--- src/rtl/burst_seq_pkg.sv ---
package burst_seq_pkg;

   // Which beat orderings an instance supports
   typedef enum logic [1:0] {
      ORD_BOTH        = 2'd0,
      ORD_LINEAR_ONLY = 2'd1,
      ORD_XOR_ONLY    = 2'd2
   } order_support_e;

   // Level of the order-select input that chooses interleaved order
   localparam logic SEL_INTERLEAVED = 1'b1;

endpackage

--- src/rtl/burst_beat_counter.sv ---
module burst_beat_counter #(
   parameter int OFS_W = 2
) (
   input  logic             clk,
   input  logic             rst_n,
   input  logic             ld,
   input  logic             adv,
   output logic [OFS_W-1:0] beat
);

   localparam logic [OFS_W-1:0] ONE = {{(OFS_W-1){1'b0}}, 1'b1};

   initial begin
      assert (OFS_W >= 1) else $error("OFS_W must be at least 1");
   end

   always_ff @(posedge clk) begin
      if (!rst_n)
         beat <= '0;
      else if (ld)
         beat <= '0;
      else if (adv)
         beat <= beat + ONE;
   end

endmodule

--- src/rtl/burst_start_latch.sv ---
module burst_start_latch #(
   parameter int ADDR_W = 20,
   parameter int OFS_W  = 2
) (
   input  logic                    clk,
   input  logic                    rst_n,
   input  logic                    ld,
   input  logic [ADDR_W-1:0]       ld_addr,
   output logic [OFS_W-1:0]        start_ofs,
   output logic [ADDR_W-OFS_W-1:0] upper
);

   initial begin
      assert (ADDR_W > OFS_W) else $error("ADDR_W must exceed OFS_W");
   end

   always_ff @(posedge clk) begin
      if (!rst_n) begin
         start_ofs <= '0;
         upper     <= '0;
      end else if (ld) begin
         start_ofs <= ld_addr[OFS_W-1:0];
         upper     <= ld_addr[ADDR_W-1:OFS_W];
      end
   end

endmodule

--- src/rtl/burst_offset_map.sv ---
module burst_offset_map
   import burst_seq_pkg::*;
#(
   parameter int             OFS_W   = 2,
   parameter order_support_e SUPPORT = ORD_BOTH
) (
   input  logic [OFS_W-1:0] start_ofs,
   input  logic [OFS_W-1:0] beat,
   input  logic             order_sel,
   output logic [OFS_W-1:0] ofs
);

   logic [OFS_W-1:0] xor_ofs;
   logic [OFS_W-1:0] lin_ofs;

   // Interleaved order: combine start and beat bit by bit
   for (genvar i = 0; i < OFS_W; i++) begin : g_xor_bit
      assign xor_ofs[i] = start_ofs[i] ^ beat[i];
   end

   // Linear order: the adder truncates, which gives the wrap inside the group
   assign lin_ofs = start_ofs + beat;

   if (SUPPORT == ORD_LINEAR_ONLY) begin : g_lin
      assign ofs = lin_ofs;
   end else if (SUPPORT == ORD_XOR_ONLY) begin : g_xor
      assign ofs = xor_ofs;
   end else begin : g_both
      assign ofs = (order_sel == SEL_INTERLEAVED) ? xor_ofs : lin_ofs;
   end

endmodule

--- src/rtl/burst_addr_seq.sv ---
module burst_addr_seq
   import burst_seq_pkg::*;
#(
   parameter int             ADDR_W  = 20,
   parameter int             OFS_W   = 2,
   parameter order_support_e SUPPORT = ORD_BOTH
) (
   input  logic              clk,
   input  logic              rst_n,
   input  logic              ld,
   input  logic [ADDR_W-1:0] ld_addr,
   input  logic              adv,
   input  logic              order_sel,
   output logic [ADDR_W-1:0] addr
);

   localparam int UP_W = ADDR_W - OFS_W;

   initial begin
      assert (UP_W >= 1) else $error("no upper address bits left");
   end

   logic [OFS_W-1:0] start_ofs;
   logic [OFS_W-1:0] beat;
   logic [OFS_W-1:0] ofs;
   logic [UP_W-1:0]  upper;

   burst_start_latch #(.ADDR_W(ADDR_W), .OFS_W(OFS_W)) u_latch (
      .clk       (clk),
      .rst_n     (rst_n),
      .ld        (ld),
      .ld_addr   (ld_addr),
      .start_ofs (start_ofs),
      .upper     (upper)
   );

   burst_beat_counter #(.OFS_W(OFS_W)) u_beat (
      .clk   (clk),
      .rst_n (rst_n),
      .ld    (ld),
      .adv   (adv),
      .beat  (beat)
   );

   burst_offset_map #(.OFS_W(OFS_W), .SUPPORT(SUPPORT)) u_map (
      .start_ofs (start_ofs),
      .beat      (beat),
      .order_sel (order_sel),
      .ofs       (ofs)
   );

   assign addr = {upper, ofs};

endmodule

--- config.mk ---
export PLATFORM = sky130hd
export DESIGN_NAME = burst_addr_seq
export DESIGN_NICKNAME = d
export VERILOG_FILES = /design/src/rtl/burst_seq_pkg.sv /design/src/rtl/burst_beat_counter.sv /design/src/rtl/burst_start_latch.sv /design/src/rtl/burst_offset_map.sv /design/src/rtl/burst_addr_seq.sv
export SDC_FILE = /design/constraint.sdc
export NUM_CORES = 1
export LEC_CHECK = 0
export ABC_AREA = 1
export CORE_MARGIN = 1.5
export CORE_UTILIZATION = 41
export CTS_BUF_LIST = sky130_fd_sc_hd__clkbuf_8
export DETAILED_ROUTE_END_ITERATION = 8
export PLACE_DENSITY = 0.8
export SLEW_MARGIN = 5
export SYNTH_ARGS = -nofsm -noshare
export SYNTH_HDL_FRONTEND = slang
export SYNTH_SLANG_ARGS = --single-unit
--- constraint.sdc ---
create_clock -name clk -period 1.2 [get_ports clk]
set_clock_uncertainty 0.2 [all_clocks]
set_input_delay 0.24 -clock clk [delete_from_list [all_inputs] [get_ports clk]]
set_output_delay 0.24 -clock clk [all_outputs]
set_load 0.02 [all_outputs]
==> run_results.csv <==
group,metric,value,unit
run_status,status,"finished with violations",
run_status,violations,"setup timing",
cts,clk_pin_slew,0.08,ns
cts,cts_max_path_buffers,2,
worst_setup_path,critPathLaunchType,"flip-flop",
logic_synthesis,synth_async_reset_ratio,0,
placement,finalWeightedCongestion,0.7295,
route,routed-via-count,903,
power,post-layout-total-power,1884,uW
finish,layout.cells.non_filler,194,
worst_hold_path,min_path_type,"input port to flip-flop",
timing,post-route-worst-setup-slack,-0.3780,ns
timing,worst_slew_pin_slew,0.2024,ns
cts,tritoncts,"done",
power,power_switching_share,0.2350,
timing,fmaxAchievable,633.7,MHz
logic_synthesis,post-synth-top-area-fraction,0.4796,
route,remaining_drc_errors,0,
timing,final-setup-viol-count,2,
logic_synthesis,main_combinational_cell_family_by_area_after_synthesis,"simple AND/OR/NAND/NOR gates",
die,chipHeight,50.33,um
worst_setup_path,crit_path_cell_trace,"ha_4 -> inv_2 -> nor2_1 -> nand3_1 -> nand2_1 -> inv_2 -> buf_6",
power,relative_contribution_of_the_clock_network_to_total_power,0.356,
logic_synthesis,synth-compound-area-share,0.1376,
logic_synthesis,synthDominantAreaCellType,"dfxtp_1",
logic_synthesis,yosysSeqAreaShare,0.4796,
timing,final_tns_setup,-0.5732,ns
die,placeableCoreArea,0.002042,mm2
power,p_int,1442,uW
timing,final_max_slew_violation_count,0,
grt,globalRouteOverflowTotal,0,
route,detail_route.wirelength,2285,um
worst_setup_path,slowest_cell_on_the_critical_path,"dfxtp_2",
die,floorplan.initialDensity,0.4498,
die,pin_count,45,
worst_setup_path,largest_fanout_on_the_critical_path,2,
power,pwr-share-comb,0.211,
logic_synthesis,synth_area_in_adders,0.01362,
timing,hold_viol_final,0,
worst_setup_path,worst_ep_arrival_time,1.14,ns
logic_synthesis,synth.yosys.warnings,0,
grt,grt_pass1_wl,3933,um
worst_setup_path,reg2reg_setup_slack,0.10,ns
logic_synthesis,post_synth_xor_xnor_area,0,
grt,largest_net_degree_at_the_start_of_global_routing,14,
cts,numClockSinks,22,
finish,layout.filler_cells,165,
cts,postCtsHoldBufs,0,
route,detail_route.vias_per_cell,4.655,
power,seq_power_share,0.433,
placement,portBuffers,44,
logic_synthesis,synth.cell_area,918.4,um2
placement,hpwlAfterDp,1742,um
logic_synthesis,yosys.cell_types.count,16,
die,die_area,0.002533,mm2
finish,sequential_cell_area,462.9,um2
worst_setup_path,crit_path_max_incr_delay,0.35,ns
logic_synthesis,synth.top_cells.by_area,"dfxtp_1 (48%), nor2_2 (14%), nor2_1 (8.6%), o21ai_1 (6.0%), o21ai_0 (4.9%)",
logic_synthesis,synth_seq_cells,22,
grt,globalRouteTotalUtil,0.2025,
run,timing.max_cap.violations,0,
cts,cts_made_buffers,3,
finish,layout.cell_area.non_filler,0.001528,mm2
cts,clkLatencyLatePin,0.25,ns
route,firstDrtPassIters,4,
logic_synthesis,netlist_instances,112,
timing,grt_setup_unrepaired,"yes",
route,drtIter0Drc,11,
logic_synthesis,synth_fp_nets,138,
finish,multi_input_comb_area,409.1,um2
cts,ctsRootBufferMaster,"clkbuf_8",
logic_synthesis,yosys-top-cells-count,"dfxtp_1 (22), nor2_1 (21), nor2_2 (21), o21ai_1 (11), o21ai_0 (9)",
finish,final_layout_size_suffix_gt1_frac,0.5090,
finish,layout_nets,194,
placement,post_dp_cell_area,0.001459,mm2
grt,initial_antenna_violation_count,0,
finish,antenna_cells_inserted,0,
logic_synthesis,muxShareOfSynthArea,0,
placement,numPlacedInstances,189,
power,p_switching,442.8,uW
timing,post-route-min-period,1.578,ns
logic_synthesis,yosys.cell_count.top_type,"dfxtp_1",
worst_setup_path,required,0.76,ns
route,route.detailed.wl_per_inst,11.78,um
worst_setup_path,critPathMostFrequentCell,"inv_2",
power,power_density,1233,mW/mm2
worst_setup_path,cp-end-kind,"output pin",
power,p_leak,0.0006900,uW
cts,cts_max_level,1,
worst_setup_path,critical_path_class,"flip-flop to output pin",
timing,fin_crit_sh,1.315,
timing,slew-limit-headroom,0.8648,
logic_synthesis,synth_edf_count,0,
die,chip_width,50.33,um
grt,vias_in_the_first_global_route,944,
logic_synthesis,synth_simple_gate_area_share,0.2807,
finish,area_delta_synth_final,66.35,%
die,std_cell_rows,16,
logic_synthesis,synth_ff_type,"dfxtp_1",
power,max-vdd-ir-drop,0.9960,mV
logic_synthesis,syn_avg_cell_area,8.200,um2
route,drtAntennaViolNets,0,
-- registers in the layout, indices dropped and copies added, names as in the netlist --
| register | flops |
|---|---|
| u_latch.start_ofs | 2 |
| u_latch.upper | 18 |
| u_beat.beat | 2 |
-- power by group through the flow --
stage / registers, uW / clock network (uW) / logic (uW)
2_1_floorplan: 873 / 0 / 135
3_3_place_gp: 821 / 0 / 395
3_5_place_dp: 824 / 0 / 405
4_1_cts: 809 / 679 / 386
5_1_grt: 822 / 708 / 430
6_report: 816 / 671 / 397
-- path summary, 6_finish.rpt --
path	cells after the start	endpoint	from
worst max-delay path	7	addr[1]	u_beat.beat[0]
worst min-delay path	3	u_latch.start_ofs[0]	rst_n
worst max register to register	5	u_beat.beat[1]	u_beat.beat[0]
worst min register to register	2	u_latch.upper[7]	u_latch.upper[7]
-- repair_timing --
action,4_1_cts,5_1_grt
gates cloned,0,0
endpoints found under the setup margin,21,36
gates resized for setup,98,26
pin swaps,2,1
setup buffers,0,1
-- worst max-delay path, delay by kind of cell, from the launching register on --
kind | cells | cell delay [ns]
flops | 1 | 0.35
simple gates | 3 | 0.21
buf+inv | 3 | 0.19
fa+ha+maj | 1 | 0.14
-- logic make-up (layout without fill, tap and decap cells) --
family,Yosys count,in the layout
compound gates,23,23
fa+ha+maj,1,1
buf+inv,14,69
flops,22,22
simple gates,52,52
-- per-layer routing --
layer  track usage  vias up  part of all wire  routed length, um
met3       0.04762        2             0.039                 90
met5             0        -                 0                  0
met1        0.2226      422              0.41                928
met2        0.3904       20              0.55               1254
li1              -      459                 -                  -
met4       0.04054        0            0.0048                 11
-- cell type report --
cell class              instances  area share
clock buffers                   3     0.02703
clock inverters                 1     0.01966
inverters                       8     0.01966
multi-input cells              76      0.2678
flip-flops and latches         22      0.3030
well taps                      27     0.02211
repair buffers                 57      0.3407
-- per-stage QoR --
step                      hold WS, ns  worst slack [ns]  utilization
after floorplan                0.1653          0.009900            -
after global placement         0.2731           -0.7372       0.7145
after detailed placement       0.2789           -0.7638       0.7145
after CTS                      0.2944           -0.3917       0.7212
after global routing           0.1701           -0.4610       0.7482
final                          0.1529           -0.3780       0.7482
-- cells in the final DEF, fill, tap and decap left out --
| master | instances |
|---|---|
| clkdlybuf4s50_1 | 22 |
| nor2_2 | 21 |
| inv_1 | 4 |
| nor2_1 | 21 |
| buf_4 | 28 |
| o21ai_0 | 8 |
| dlymetal6s2s_1 | 2 |
| nand3_1 | 2 |
| ha_4 | 1 |
| dfxtp_1 | 4 |
| nand2_1 | 7 |
| bufinv_16 | 1 |
| buf_12 | 1 |
| inv_2 | 4 |
| clkbuf_8 | 3 |
| a21oi_2 | 1 |
| dfxtp_2 | 18 |
| o21ai_1 | 12 |
| nor2_4 | 1 |
| buf_6 | 4 |
| o21ai_2 | 2 |
No activity file was read; power rests on OpenSTA's default activity.
